$ cat src/rtl/sertx_pkg.sv
package sertx_pkg;
   localparam int NUM_EV = 4;
   localparam int EV_EMPTY = 0;
   localparam int EV_DONE  = 1;
   localparam int EV_OVF   = 2;
   localparam int EV_UNF   = 3;

   typedef enum logic [1:0] {
      RA_DATA = 2'd0,
      RA_IEN  = 2'd1,
      RA_STAT = 2'd2
   } reg_addr_e;
endpackage

$ cat src/rtl/sertx_hold.sv
module sertx_hold #(
   parameter int DATA_W = 8
) (
   input  logic              clk,
   input  logic              rst_n,
   input  logic              wr,
   input  logic [DATA_W-1:0] wdata,
   input  logic              take,
   output logic [DATA_W-1:0] hold_q,
   output logic              hold_vld,
   output logic              ovf_ev
);
   // a write that lands while a byte waits and nothing takes it loses the old byte
   assign ovf_ev = wr && hold_vld && !take;

   always_ff @(posedge clk or negedge rst_n) begin
      if (!rst_n) begin
         hold_q   <= '0;
         hold_vld <= 1'b0;
      end else begin
         if (wr) begin
            hold_q   <= wdata;
            hold_vld <= 1'b1;
         end else if (take) begin
            hold_vld <= 1'b0;
         end
      end
   end
endmodule

$ cat src/rtl/sertx_shift.sv
module sertx_shift #(
   parameter int DATA_W    = 8,
   parameter bit MSB_FIRST = 1'b1
) (
   input  logic              clk,
   input  logic              rst_n,
   input  logic              tx_req,
   input  logic              bit_stb,
   input  logic              hold_vld,
   input  logic [DATA_W-1:0] hold_q,
   output logic              take,
   output logic              done_ev,
   output logic              busy,
   output logic              ser_out
);
   localparam int CNT_W = (DATA_W > 1) ? $clog2(DATA_W) : 1;
   localparam logic [CNT_W-1:0] LAST_IDX = CNT_W'(DATA_W - 1);

   logic [DATA_W-1:0] sh_q;
   logic [DATA_W-1:0] sh_next;
   logic [CNT_W-1:0]  cnt_q;
   logic              last_stb;
   logic              cur_bit;

   assign last_stb = busy && bit_stb && (cnt_q == LAST_IDX);
   assign take     = (tx_req && !busy && hold_vld) || (last_stb && hold_vld);
   assign done_ev  = last_stb && !hold_vld;

   generate
      if (MSB_FIRST) begin : g_msb
         assign cur_bit = sh_q[DATA_W-1];
         assign sh_next = {sh_q[DATA_W-2:0], 1'b0};
      end else begin : g_lsb
         assign cur_bit = sh_q[0];
         assign sh_next = {1'b0, sh_q[DATA_W-1:1]};
      end
   endgenerate

   assign ser_out = busy && cur_bit;

   always_ff @(posedge clk or negedge rst_n) begin
      if (!rst_n) begin
         sh_q  <= '0;
         cnt_q <= '0;
         busy  <= 1'b0;
      end else if (take) begin
         sh_q  <= hold_q;
         cnt_q <= '0;
         busy  <= 1'b1;
      end else if (done_ev) begin
         busy  <= 1'b0;
         cnt_q <= '0;
      end else if (busy && bit_stb) begin
         sh_q  <= sh_next;
         cnt_q <= cnt_q + 1'b1;
      end
   end
endmodule

$ cat src/rtl/sertx_regs.sv
module sertx_regs
   import sertx_pkg::*;
#(
   parameter int DATA_W = 8,
   parameter int ADDR_W = 2
) (
   input  logic              clk,
   input  logic              rst_n,
   input  logic              bus_wr,
   input  logic [ADDR_W-1:0] bus_addr,
   input  logic [DATA_W-1:0] bus_wdata,
   input  logic [NUM_EV-1:0] ev,
   input  logic [DATA_W-1:0] hold_q,
   output logic [DATA_W-1:0] bus_rdata,
   output logic              data_wr,
   output logic [NUM_EV-1:0] en_q,
   output logic [NUM_EV-1:0] stat_q
);
   logic sel_data, sel_ien, sel_stat;

   assign sel_data = (bus_addr == ADDR_W'(RA_DATA));
   assign sel_ien  = (bus_addr == ADDR_W'(RA_IEN));
   assign sel_stat = (bus_addr == ADDR_W'(RA_STAT));
   assign data_wr  = bus_wr && sel_data;

   always_ff @(posedge clk or negedge rst_n) begin
      if (!rst_n) begin
         en_q <= '0;
      end else if (bus_wr && sel_ien) begin
         en_q <= bus_wdata[NUM_EV-1:0];
      end
   end

   generate
      for (genvar i = 0; i < NUM_EV; i++) begin : g_flag
         always_ff @(posedge clk or negedge rst_n) begin
            if (!rst_n)
               stat_q[i] <= 1'b0;
            else if (ev[i])
               stat_q[i] <= 1'b1;
            else if (bus_wr && sel_stat && bus_wdata[i])
               stat_q[i] <= 1'b0;
         end
      end
   endgenerate

   always_comb begin
      bus_rdata = '0;
      if (sel_data)
         bus_rdata = hold_q;
      else if (sel_ien)
         bus_rdata[NUM_EV-1:0] = en_q;
      else if (sel_stat)
         bus_rdata[NUM_EV-1:0] = stat_q;
   end
endmodule

$ cat src/rtl/sertx_core.sv
module sertx_core
   import sertx_pkg::*;
#(
   parameter int DATA_W    = 8,
   parameter int ADDR_W    = 2,
   parameter bit MSB_FIRST = 1'b1
) (
   input  logic              clk,
   input  logic              rst_n,
   input  logic              bus_wr,
   input  logic [ADDR_W-1:0] bus_addr,
   input  logic [DATA_W-1:0] bus_wdata,
   output logic [DATA_W-1:0] bus_rdata,
   input  logic              tx_req,
   input  logic              bit_stb,
   output logic              ser_out,
   output logic              tx_busy,
   output logic              irq
);
   initial begin
      if (DATA_W < NUM_EV || DATA_W < 2)
         $error("sertx_core: DATA_W too small for the flag registers");
      if (ADDR_W < 2)
         $error("sertx_core: ADDR_W must hold three register addresses");
   end

   logic [DATA_W-1:0] hold_q;
   logic              hold_vld;
   logic              data_wr;
   logic              take;
   logic              done_ev;
   logic              ovf_ev;
   logic              unf_ev;
   logic [NUM_EV-1:0] ev;
   logic [NUM_EV-1:0] en_q;
   logic [NUM_EV-1:0] stat_q;

   assign unf_ev       = tx_req && !hold_vld;
   assign ev[EV_EMPTY] = take;
   assign ev[EV_DONE]  = done_ev;
   assign ev[EV_OVF]   = ovf_ev;
   assign ev[EV_UNF]   = unf_ev;
   assign irq          = |(stat_q & en_q);

   sertx_regs #(.DATA_W(DATA_W), .ADDR_W(ADDR_W)) u_regs (
      .clk(clk), .rst_n(rst_n), .bus_wr(bus_wr), .bus_addr(bus_addr),
      .bus_wdata(bus_wdata), .ev(ev), .hold_q(hold_q), .bus_rdata(bus_rdata),
      .data_wr(data_wr), .en_q(en_q), .stat_q(stat_q)
   );

   sertx_hold #(.DATA_W(DATA_W)) u_hold (
      .clk(clk), .rst_n(rst_n), .wr(data_wr), .wdata(bus_wdata), .take(take),
      .hold_q(hold_q), .hold_vld(hold_vld), .ovf_ev(ovf_ev)
   );

   sertx_shift #(.DATA_W(DATA_W), .MSB_FIRST(MSB_FIRST)) u_shift (
      .clk(clk), .rst_n(rst_n), .tx_req(tx_req), .bit_stb(bit_stb),
      .hold_vld(hold_vld), .hold_q(hold_q), .take(take), .done_ev(done_ev),
      .busy(tx_busy), .ser_out(ser_out)
   );
endmodule

$ cat config.mk
export PLATFORM = sky130hd
export DESIGN_NAME = sertx_core
export DESIGN_NICKNAME = d
export VERILOG_FILES = /design/src/rtl/sertx_pkg.sv /design/src/rtl/sertx_hold.sv /design/src/rtl/sertx_shift.sv /design/src/rtl/sertx_regs.sv /design/src/rtl/sertx_core.sv
export SDC_FILE = /design/constraint.sdc
export NUM_CORES = 1
export LEC_CHECK = 0
export BUFFER_PORTS_ARGS = -buffer_cell sky130_fd_sc_hd__clkbuf_2
export CORE_MARGIN = 5
export CORE_UTILIZATION = 54
export CTS_BUF_LIST = sky130_fd_sc_hd__clkbuf_16
export DETAILED_ROUTE_END_ITERATION = 16
export MAX_ROUTING_LAYER = met4
export PLACE_DENSITY = 0.75
export SLEW_MARGIN = 20
export SYNTH_ARGS = -nofsm -noshare
export SYNTH_HDL_FRONTEND = slang
export SYNTH_SLANG_ARGS = --single-unit
$ cat constraint.sdc
create_clock -name clk -period 1.7 [get_ports clk]
set_input_delay 0.34 -clock clk [delete_from_list [all_inputs] [get_ports clk]]
set_output_delay 0.34 -clock clk [all_outputs]
set_load 0.05 [all_outputs]
Word level (Yosys, flattened, before mapping)
Index checks and enable logic that the tools add are counted.
Operators by class
  add/subtract/negate cells: 1
  equal/unequal tests: 4
  muxes and demuxes: 22
  bitwise logic cells: 1
  reduce and logical (&&, ||, !) cells: 32
Operators with widths (number)
  $mux 8: 3
  $logic_and 1x1->1: 17
  $mux 4: 4
  $reduce_bool 2->1: 7
  $mux 1: 12
  $mux 3: 3
  $and 4x4->4: 1
  $reduce_or 4->1: 1
  $add 3x1->3 const B: 1
  $eq 3x3->1 const B: 1
  $logic_not 1->1: 3
  $reduce_bool 3->1: 1
  $eq 2x1->1 const B: 1
  $eq 2x2->1 const B: 1
  $logic_not 2->1: 1
  $ne 2x1->1 const B: 1
  $reduce_and 2->1: 1
  $logic_or 1x1->1: 1
Word-level totals
  flip-flop bits (word level): 29
  input port bits: 15
  output and inout port bits: 11
  word-level logic and storage cells: 70

Logic depth before layout (Yosys ltp)
Gate-level depths: netlist (run 1).
  depth in word-level cells: 7
  depth in mapped cells: 6
  gate-level depth less buffers: 5

Cells and area by module
From an unflattened synthesis (run 1), not the netlist that was laid out.
Unflattened totals
  cell total of the unflattened synthesis: 137
  area total of the unflattened synthesis: 1564.0 sq um
Modules (own cells, without submodules)
  sertx_shift: times used 1, cells each 70, area an instance 686.9 sq um, sequential area each 300.3 sq um
  sertx_regs: times used 1, cells each 42, area an instance 475.5 sq um, sequential area each 200.2 sq um
  sertx_hold: times used 1, cells each 21, area an instance 376.6 sq um, sequential area each 225.2 sq um
  sertx_core: times used 1, cells each 4, area an instance 25.0 sq um, sequential area each 0.0 sq um

Worst setup path after synthesis (run 1)
No wires, ideal clock.
  kind: input to output
  start: input bus_addr[0]
  end: output bus_rdata[1]
  arrival: 1.692 ns
  data required time: 1.360 ns
  path slack: -0.332 ns
  cell stages on the path: 3
  buffers on the path: 1
  cells stage by stage: buf_4 mux2i_1 o21ai_0
On the way
  cells in the longest elaborated chain, start to end: 4
  elaborated cells on any way between the ends: 6
Ends and longest elaborated chain
  from (decl): RTL line sertx_core.sv:11  | input logic [ADDR_W-1:0] bus_addr,
  $eq 2x2->1: RTL line sertx_regs.sv:23  | assign sel_stat = (bus_addr == ADDR_W'(RA_STAT));
  $mux 4: RTL line sertx_regs.sv:53  | else if (sel_stat)
  $mux 4: RTL line sertx_regs.sv:51  | else if (sel_ien)
  $mux 4 *: RTL line sertx_regs.sv:49  | if (sel_data)
  to (decl): RTL line sertx_core.sv:13  | output logic [DATA_W-1:0] bus_rdata,
Mark *: on every way between the ends. The rest lies on a longest branch, timed or not.

Final worst setup path (run 1)
  start: register u_shift.cnt_q[0]
  end: register u_shift.sh_q[6]
On the way
  cells in the longest elaborated chain, start to end: 6
  elaborated cells on any way between the ends: 9
Ends and longest elaborated chain
  from (decl): RTL line sertx_shift.sv:21  | logic [CNT_W-1:0] cnt_q;
  from (signal assigned): RTL line sertx_shift.sv:55  | cnt_q <= cnt_q + 1'b1;
  $eq 3x3->1 *: RTL line sertx_shift.sv:25  | assign last_stb = busy && bit_stb && (cnt_q == LAST_IDX);
  $logic_and 1x1->1 *: RTL line sertx_shift.sv:25
  $logic_and 1x1->1: RTL line sertx_shift.sv:26  | assign take = (tx_req && !busy && hold_vld) || (last_stb && hold_vld);
  $logic_or 1x1->1: RTL line sertx_shift.sv:26
  $ne 2x1->1 (no line) or $reduce_bool 2->1 (tied branches)
  $reduce_and 2->1 (no line)
  to (signal assigned): RTL line sertx_shift.sv:47  | sh_q <= hold_q;
  to (signal assigned): RTL line sertx_shift.sv:54  | sh_q <= sh_next;
  to (decl): RTL line sertx_shift.sv:19  | logic [DATA_W-1:0] sh_q;
Marked as above.
A chain may end at the register's enable or synchronous reset.

==> results of run 1 <==
## cell type report
| class | instances | area share [%] |
|---|---|---|
| Sequential cell | 29 | 41.88 |
| Inverter | 8 | 1.733 |
| Clock inverter | 3 | 3.755 |
| Clock buffer | 5 | 7.220 |
| Tap cell | 30 | 2.166 |
| Multi-Input combinational cell | 88 | 35.60 |
| Timing Repair Buffer | 26 | 7.653 |
## worst max-delay path: cells and delay by family (launching register included)
family / cells / cell delay, ns
flip-flops: 1 / 0.39
buffers and inverters: 1 / 0.18
AO/OA/AOI/OAI: 1 / 0.13
AND/OR/NAND/NOR: 1 / 0.36
adder cells (fa/ha/maj): 2 / 0.42
## logic make-up (layout without fill, tap and decap cells)
logic type / after synthesis / in the layout / share of synthesized area [%]
fa+ha+maj: 2 / 2 / 1.776
buf+inv: 13 / 42 / 4.884
compound gates: 34 / 34 / 16.87
simple gates: 39 / 39 / 15.10
mux: 13 / 13 / 9.858
flops: 29 / 29 / 51.51
## state kept, by name (all words and copies together) (netlist names)
name             flops
u_hold.hold_q        8
u_shift.cnt_q        3
u_shift.busy         1
u_shift.sh_q         8
u_regs.en_q          4
u_regs.stat_q        4
u_hold.hold_vld      1
## cells in the mapped netlist, drive strengths merged
library cell	n	share of area (%)
a21boi	1	0.53
a21o	1	0.53
a21oi	1	0.35
a22oi	2	1.1
and2	5	2.2
and3b	1	0.62
buf	4	2.5
clkbuf	1	0.27
dfrtp	29	52
ha	2	1.8
inv	8	2.1
mux2	7	5.6
mux2i	6	4.3
nand2	15	4.2
nand2b	1	0.98
nand3	3	1.1
nand3b	2	1.1
nor2	3	0.98
nor2b	2	0.89
o211ai	1	0.53
o21ai	18	6.4
o221a	7	5.6
o22ai	2	1.3
o31ai	1	0.53
or3	7	3.1
## routing by layer
layer / part of all wire [%] / global-route usage [%]
met5: 0 / -
met3: 6.4 / 5.660
met2: 49 / 30.36
met1: 42 / 24.32
met4: 2.3 / 7.430
## how the worst max path moves through the flow
stage,from,to,slack [ns],cells after the start
finish,u_shift.cnt_q[0]$_DFFE_PN0P_,u_shift.sh_q[6]$_DFFE_PN0P_,0.1,5
global route,u_shift.cnt_q[0]$_DFFE_PN0P_,u_shift.sh_q[7]$_DFFE_PN0P_,0.01,5
global placement,u_shift.cnt_q[0]$_DFFE_PN0P_,u_shift.sh_q[7]$_DFFE_PN0P_,0.15,5
CTS,bus_addr[0],bus_rdata[1],0.05,5
detailed placement,bus_addr[0],bus_rdata[0],0.11,5
floorplan,bus_addr[0],bus_rdata[1],0.04,3
## stage by stage
stage	utilization, %	area, um2	worst slack (ns)
after floorplan	-	1409	0.04490
after global routing	69.95	1733	0.01445
after CTS	69.85	1730	0.05366
final	69.95	1733	0.09574
after detailed placement	62.17	1540	0.1053
after global placement	62.17	1540	0.1495
## report_power, final
part / total (mW) / internal (mW) / switching (mW)
Clock: 1.12 / 0.834 / 0.285
Combinational: 0.811 / 0.315 / 0.495
Sequential: 1.08 / 0.905 / 0.180
## cell usage in the layout, fill, tap and decap left out, drive strengths merged, types with 5 or more instances in the layout
cell / netlist / routed
clkbuf: 1 / 30
dfrtp: 29 / 29
o21ai: 18 / 18
nand2: 15 / 15
inv: 8 / 8
mux2: 7 / 7
or3: 7 / 7
o221a: 7 / 7
mux2i: 6 / 6
and2: 5 / 5
## what timing repair did
| action | 4_1_cts | 5_1_grt |
|---|---|---|
| setup endpoints to repair | 0 | 3 |
| setup buffers | 0 | 0 |
| gates resized for setup | 0 | 1 |
==> flow_summary.json, run 1 <==
{
  "antenna_found_initial": 0,
  "r2r_start": "u_shift.cnt_q[0]$_DFFE_PN0P_",
  "drcViolationCount": 0,
  "via_count": 1123,
  "rsz0062_at_grt": "no",
  "fp.dieW_um": 61.08,
  "hpwlAfterDp_um": 2129,
  "cp.arrival_ns": 1.76,
  "syn_inst": 130,
  "drive_gt1_share_pct": 28.93,
  "grt_max_degree": 30,
  "ys_ff_latch": 29,
  "cp-start-kind": "flop",
  "wirelength_um": 3057,
  "slew_headroom_pct": 53.04,
  "wl_per_cell_um": 16.17,
  "h-tree-depth": 2,
  "insertion_delay_ns": 0.27,
  "die_h_um": 61.08,
  "slew_violations": 0,
  "stdcell_count": 189,
  "outcome": "complete, no violations",
  "diodes": 0,
  "cts_buffer_depth": 2,
  "path_cells": "ha_1, ha_1, buf_4, or3_1, o221a_1",
  "num_io_pins": 26,
  "cts-root-buf": "clkbuf_16",
  "rows": 18,
  "critPathKind": "reg2reg",
  "drtIter0Drc": 69,
  "seqCellArea_um2": 725.7,
  "synthToLayoutAreaGrowth_pct": 23.00,
  "skew_ns": 0.003659,
  "final.fill_count": 190,
  "cp-end-kind": "flop",
  "ir_drop_uv": 1556,
  "grt_pass1_vias": 1040,
  "cts_sinks": 29,
  "synth_area_um2": 1409,
  "gpl.final_weighted_congestion": 0.8377,
  "core-area_um2": 2477,
  "hold_path.class": "in2async",
  "critPathMaxStageDelay_ns": 0.39,
  "hold_viol_final": 0,
  "yosysWarnings": 0,
  "p_total_mw": 3.015,
  "drtAntennaViolNets": 0,
  "period_minus_slack_ns": 1.604,
  "hold_buffers": 0,
  "critPathMaxFanout": 9,
  "cts_tree": "done",
  "maxCapViolCount": 0,
  "worst_pin_slew_ns": 0.7044,
  "r2r_slack_ns": 0.1,
  "drt-pass1-iter-count": 7,
  "ys_seq_area_share_pct": 51.51,
  "fmax_ghz": 0.6233,
  "p_per_area_nw_per_um2": 1740,
  "tns_ns": 0,
  "hold_ws_ns": 0.1104,
  "leakagePower_nw": 0.8214,
  "path_clk_slew_ns": 0.05,
  "start_util_pct": 56.87,
  "cts_made_buffers": 5,
  "syn_nets": 147,
  "dp.cells": 181,
  "grt.total_usage_pct": 19.61,
  "die_area_um2": 3731,
  "path_common_cell": "ha_1",
  "final_nets": 175,
  "r2r_end": "u_shift.sh_q[6]$_DFFE_PN0P_",
  "ys_types": 30,
  "grt_overflow": 0,
  "setup_viol": 0,
  "cp_slowest_cell": "dfrtp_1",
  "grt_pass1_wl_um": 4988,
  "worstRegToRegCells": 5,
  "required_ns": 1.85,
  "viasPerCell": 5.942,
  "multi_input_area_um2": 616.8,
  "port_buffers": 25,
  "timing.final.crit_share_pct": 94.37,
  "syn_area_per_cell_um2": 10.84
}
Power figures use the tool's default switching activity.
==> run 2, diff against run 1 <==
ABC_AREA = 1   (was default)
==> run 2 against run 1 <==
Compared with the run above: sequential share of layout area up 0.091 points; sequential cell count unchanged; design area is 0.22% lower.
==> flow_summary.json, run 2 <==
{
  "synth.area.top_cells": "dfrtp_1, nand2_1, o21ai_0, inv_1, nand2_2",
  "cts-root-buf": "clkbuf_16",
  "p_seq_share_pct": 39.5,
  "cp-end-kind": "output port",
  "path_clk_slew_ns": 0.04,
  "worst-path-buf-inv": 3,
  "skew_ns": 0.002283,
  "ys_ff_latch": 29,
  "final.fill_count": 221,
  "drtIter0Drc": 84,
  "drcViolationCount": 0,
  "h-tree-depth": 2,
  "tns_ns": 0,
  "syn_area_per_cell_um2": 7.917,
  "p_sw_share_pct": 38.10,
  "hold_viol_final": 0,
  "cp.arrival_ns": 1.25,
  "cts_made_buffers": 5,
  "rows": 18,
  "final_common_cell": "nand2_1",
  "die_area_um2": 3819,
  "hpwlAfterDp_um": 2237,
  "place_area_um2": 1594,
  "syn_nets": 200,
  "wl_per_cell_um": 12.61,
  "timing.final.crit_share_pct": 93.82,
  "fin_area_um2": 1729,
  "leakagePower_nw": 0.9630,
  "clkPwrFrac_pct": 28.2,
  "antenna_found_initial": 0,
  "cp-start-kind": "primary input",
  "maxCapViolCount": 0,
  "final_nets": 231,
  "fp.dieW_um": 61.80,
  "fmax_ghz": 0.6270,
  "port_buffers": 25,
  "wirelength_um": 3078,
  "grt_pass1_vias": 1275,
  "grt_overflow": 0,
  "die_h_um": 61.80,
  "r2r_slack_ns": 0.13,
  "gpl.final_weighted_congestion": 0.8291,
  "path_common_cell": "clkbuf_2",
  "drt-pass1-iter-count": 4,
  "worst_pin_slew_ns": 0.6898,
  "syn_inst": 183,
  "hold_path.class": "in2async",
  "critPathKind": "in2out",
  "insertion_delay_ns": 0.27,
  "cts_setup_buffers": 0,
  "synthArstFlopShare_pct": 100.0,
  "ys_top_cells_by_count": "nand2_1, dfrtp_1, o21ai_0",
  "num_io_pins": 26,
  "cts_tree": "done",
  "period_minus_slack_ns": 1.595,
  "ir_drop_uv": 1283,
  "ys_seq_area_share_pct": 50.09,
  "core-area_um2": 2522,
  "met1Wirelength_um": 1393,
  "drive_gt1_share_pct": 21.96,
  "grt_max_degree": 30,
  "critPathTopFamily": "buffers and inverters",
  "cts_buffer_depth": 2,
  "multi_input_area_um2": 621.8,
  "start_util_pct": 57.44,
  "hold_buffers": 0,
  "path_cells": "clkbuf_2, inv_1, nor2_1, nand2_1, o211ai_1, clkbuf_2",
  "cp_slowest_cell": "clkbuf_2",
  "outcome": "complete, no violations",
  "via_count": 1267,
  "p_sw_mw": 1.044,
  "routed.top_layer": "met4",
  "p_per_area_nw_per_um2": 1584,
  "layout_common_cells": "nand2_1, dfrtp_1, clkbuf_2, inv_1, o21ai_0",
  "critPathMaxFanout": 5,
  "cts_sinks": 29,
  "hold_ws_ns": 0.1098,
  "route.met2.wl_um": 1455,
  "synth_top_area_share_pct": 50.09,
  "synth_edf_count": 0,
  "grt.total_usage_pct": 20.10,
  "seqCellArea_um2": 725.7,
  "ys_types": 21,
  "drtAntennaViolNets": 0,
  "slew_violations": 0,
  "synthFlopType": "dfrtp_1",
  "diodes": 0,
  "synthToLayoutAreaGrowth_pct": 19.34,
  "top_regs": "u_hold.hold_q: 8 flops, u_shift.sh_q: 8 flops",
  "rsz0062_at_grt": "no",
  "critPathMaxStageDelay_ns": 0.31,
  "required_ns": 1.36,
  "synth_area_um2": 1449,
  "wl_met3_um": 186,
  "viasPerCell": 5.193,
  "yosysWarnings": 0,
  "synth_most_common_cell": "nand2_1",
  "grt_pass1_wl_um": 5237,
  "synth_top_cell_by_area": "dfrtp_1",
  "slew_headroom_pct": 54.01,
  "combPwrFrac_pct": 32.3,
  "setup_viol": 0,
  "p_int_mw": 1.696
}
-- run 2: through the flow --
step | setup slack, ns | total power [mW] | utilization, % | cells
2_1_floorplan | 0.03580 | 1.748 | - | 183
3_3_place_gp | 0.1575 | 1.918 | 63.19 | 237
3_5_place_dp | 0.1449 | 1.963 | 63.19 | 237
4_1_cts | 0.1305 | 2.759 | 68.45 | 244
5_1_grt | 0.02915 | 2.920 | 68.55 | 244
6_report | 0.1051 | 2.739 | 68.55 | 244
-- run 2: what timing repair did --
item	4_1_cts	5_1_grt
endpoints found under the hold margin	0	0
setup endpoints to repair	0	1
resized for setup	0	1
-- run 2: final timing paths --
check | from | endpoint | cells past startpoint
worst min-delay path | rst_n | u_regs.en_q[3]$_DFFE_PN0P_ | 1
min in group clk | bus_wdata[7] | u_hold.hold_q[7]$_DFFE_PN0P_ | 3
worst min register to register | u_shift.sh_q[0]$_DFFE_PN0P_ | u_shift.sh_q[0]$_DFFE_PN0P_ | 2
worst max register to register | u_shift.cnt_q[0]$_DFFE_PN0P_ | u_shift.sh_q[4]$_DFFE_PN0P_ | 8
worst max-delay path | bus_addr[1] | bus_rdata[0] | 6
max in group asynchronous | rst_n | u_shift.sh_q[4]$_DFFE_PN0P_ | 1
-- run 2: per-layer routing --
metal | up-vias | global-route usage (%)
met1 | 589 | 22.75
met3 | 4 | 6.405
met4 | 0 | 10.61
met5 | - | -
li1 | 635 | -
met2 | 39 | 31.69
-- run 2: logic make-up after synthesis --
| kind of cell | after synthesis | share of synthesized area [%] |
|---|---|---|
| adders and majority gates | 2 | 1.727 |
| AOI/OAI and AO/OA | 23 | 8.290 |
| and+or+nand+nor | 107 | 32.73 |
| DFF | 29 | 50.09 |
| buffers and inverters | 22 | 7.167 |
-- run 2: worst reg2reg max path, cell delays in order, from the launching register on --
cell and delay, ns:
dfrtp_1 0.39, ha_1 0.21, ha_1 0.24, nand4_1 0.15, nand3_1 0.13, nand2_4 0.15, inv_4 0.07, nand2_1 0.06
nand2_1 0.05
-- run 2: cell type report --
class                   instances  share of cell area, %
clock inverters                 2                 0.4342
inverters                      20                  4.559
flip-flops and latches         29                  41.97
well taps                      30                  2.171
repair buffers                 26                  7.670
multi-input cells             132                  35.96
clock buffers                   5                  7.236
-- run 2: power by group through the flow --
stage          clock network (mW)  registers (mW)  logic, mW
6_report                    0.772            1.08      0.885
3_3_place_gp                    0            1.08      0.842
4_1_cts                     0.793            1.08      0.889
2_1_floorplan                   0            1.08      0.673
5_1_grt                     0.826            1.11      0.988
3_5_place_dp                    0            1.09      0.878
==> run 3, diff against run 2 <==
CAP_MARGIN = 20   (was default)
GPL_TIMING_DRIVEN = 0   (was default)
==> run 3 against run 2 <==
Compared with the run above: clock-buffer cell count unchanged; clock skew up 0.0036 ns; wire length fell by 1.2%; combinational power up 0.7%; via count down 1.3%; critical path depth unchanged; design area rose by 3.0%; critical endpoint unchanged; largest power group unchanged.
==> flow_summary.json, run 3 (synthesis results as in run 2) <==
{
  "grt.total_usage_pct": 20.81,
  "clkPwrFrac_pct": 32.7,
  "crit_end": "bus_rdata[0]",
  "synthToLayoutAreaGrowth_pct": 22.97,
  "die_area_um2": 3819,
  "critPathTopFamily": "buffers and inverters",
  "cp-start-kind": "primary input",
  "final_common_cell": "nand2_1",
  "top_regs": "u_hold.hold_q: 8 flops, u_shift.sh_q: 8 flops",
  "critPathMaxStageDelay_ns": 0.30,
  "gpl.final_weighted_congestion": 0.7757,
  "maxCapViolCount": 0,
  "fp.dieW_um": 61.80,
  "fmax_ghz": 0.6391,
  "p_int_mw": 1.875,
  "hold_path.class": "in2async",
  "cts_tree": "done",
  "diodes": 0,
  "cp.arrival_ns": 1.22,
  "hpwlAfterDp_um": 2258,
  "tns_ns": 0,
  "combPwrFrac_pct": 30.4,
  "path_cells": "clkbuf_2, inv_1, nor2_1, nand2_1, o211ai_1, clkbuf_2",
  "hold_viol_final": 0,
  "cp.depth": 6,
  "final.fill_count": 209,
  "path_common_cell": "clkbuf_2",
  "final_nets": 232,
  "r2r_start": "u_shift.cnt_q[0]$_DFFE_PN0P_",
  "cts_buffer_depth": 2,
  "cts_made_buffers": 5,
  "viasPerCell": 5.081,
  "path_clk_slew_ns": 0.05,
  "drtIter0Drc": 79,
  "r2r_slack_ns": 0.17,
  "cp-end-kind": "output port",
  "grt_pass1_vias": 1197,
  "required_ns": 1.36,
  "p_per_area_nw_per_um2": 1643,
  "grt_pass1_wl_um": 5471,
  "worst-path-buf-inv": 3,
  "outcome": "complete, no violations",
  "cts_resized": 0,
  "via_count": 1250,
  "drt-pass1-iter-count": 4,
  "critPathMaxFanout": 5,
  "p_sw_mw": 1.053,
  "cts_setup_buffers": 0,
  "p_sw_share_pct": 35.95,
  "wirelength_um": 3040,
  "leakagePower_nw": 0.9860,
  "worstRegToRegCells": 10,
  "die_h_um": 61.80,
  "timing.final.crit_share_pct": 92.04,
  "startpoint": "bus_addr[0]",
  "slew_headroom_pct": 53.34,
  "p_seq_share_pct": 36.9,
  "grt_overflow": 0,
  "cts_sinks": 29,
  "layout_common_cells": "nand2_1, dfrtp_1, clkbuf_2, inv_1, o21ai_0",
  "slew_violations": 0,
  "hold_buffers": 0,
  "ir_drop_uv": 1422,
  "num_io_pins": 26,
  "seqCellArea_um2": 725.7,
  "cp_slowest_cell": "clkbuf_2",
  "multi_input_area_um2": 624.3,
  "core-area_um2": 2522,
  "antenna_found_initial": 0,
  "drtAntennaViolNets": 0,
  "wl_per_cell_um": 12.36,
  "grt_max_degree": 30,
  "h-tree-depth": 2,
  "start_util_pct": 57.44,
  "rsz0062_at_grt": "no",
  "rows": 18,
  "insertion_delay_ns": 0.27,
  "critPathKind": "in2out",
  "cts-root-buf": "clkbuf_16",
  "worst_pin_slew_ns": 0.6999,
  "finish.utilization_pct": 70.63,
  "r2r_end": "u_shift.sh_q[4]$_DFFE_PN0P_",
  "port_buffers": 25,
  "drive_gt1_share_pct": 23.15,
  "skew_ns": 0.005856,
  "setup_viol": 0,
  "period_minus_slack_ns": 1.565,
  "drcViolationCount": 0
}
run 3: changes by cell type in the layout (fill, tap and decap cells not counted), sizes merged:
cell and change:
clkbuf -1, buf +2, bufinv +1
run 3: layer usage:
layer	up-vias	part of all wire (%)	GRT usage, %
li1	637	-	-
met5	-	0	-
met1	569	43	24.70
met3	7	6.0	5.579
met4	0	1.9	9.091
met2	37	49	33.18
run 3: worst min-delay path by stage:
stage	start	to	cells past startpoint
floorplan	rst_n	u_hold.hold_q[0]$_DFFE_PN0P_	0
global placement	rst_n	u_regs.en_q[2]$_DFFE_PN0P_	1
detailed placement	rst_n	u_regs.en_q[2]$_DFFE_PN0P_	1
CTS	rst_n	u_shift.cnt_q[2]$_DFFE_PN0P_	1
global route	rst_n	u_regs.stat_q[3]$_DFFE_PN0P_	1
finish	rst_n	u_shift.cnt_q[2]$_DFFE_PN0P_	1
run 3: final cells by class:
type,instances,share of cell area (%)
plain buffers,2,1.404
clock buffers,5,7.022
clock inverters,3,2.107
inverters,20,4.424
multi-input cells,132,35.04
flip-flops and latches,29,40.73
well taps,30,2.107
repair buffers,25,7.163
run 3: through the flow:
step	hold WS, ns	setup slack (ns)	instance area, um2	power (mW)	cells
floorplan	0.04441	0.03580	1449	1.748	183
global placement	0.4206	0.1579	1612	1.937	238
detailed placement	0.4296	0.1291	1612	1.977	238
CTS	0.1419	0.1115	1774	2.944	246
global route	0.1787	0.01145	1782	3.130	246
finish	0.1084	0.1353	1782	2.928	246
run 3: worst register-to-register path: stages (launching register included):
cell     delay (ns)
dfrtp_1        0.37
ha_1           0.16
ha_2           0.23
nand3_2        0.09
nand2_2        0.11
nand2_4        0.08
buf_12         0.15
nand2_2        0.05
nand2_1        0.05
nand2_1        0.06
nand2_1        0.06
run 3: power groups by stage:
stage | Clock, mW | Combinational, mW | Sequential, mW
2_1_floorplan | 0 | 0.673 | 1.08
3_3_place_gp | 0 | 0.862 | 1.07
3_5_place_dp | 0 | 0.892 | 1.08
4_1_cts | 0.970 | 0.895 | 1.08
5_1_grt | 1.01 | 1.01 | 1.11
6_report | 0.956 | 0.891 | 1.08
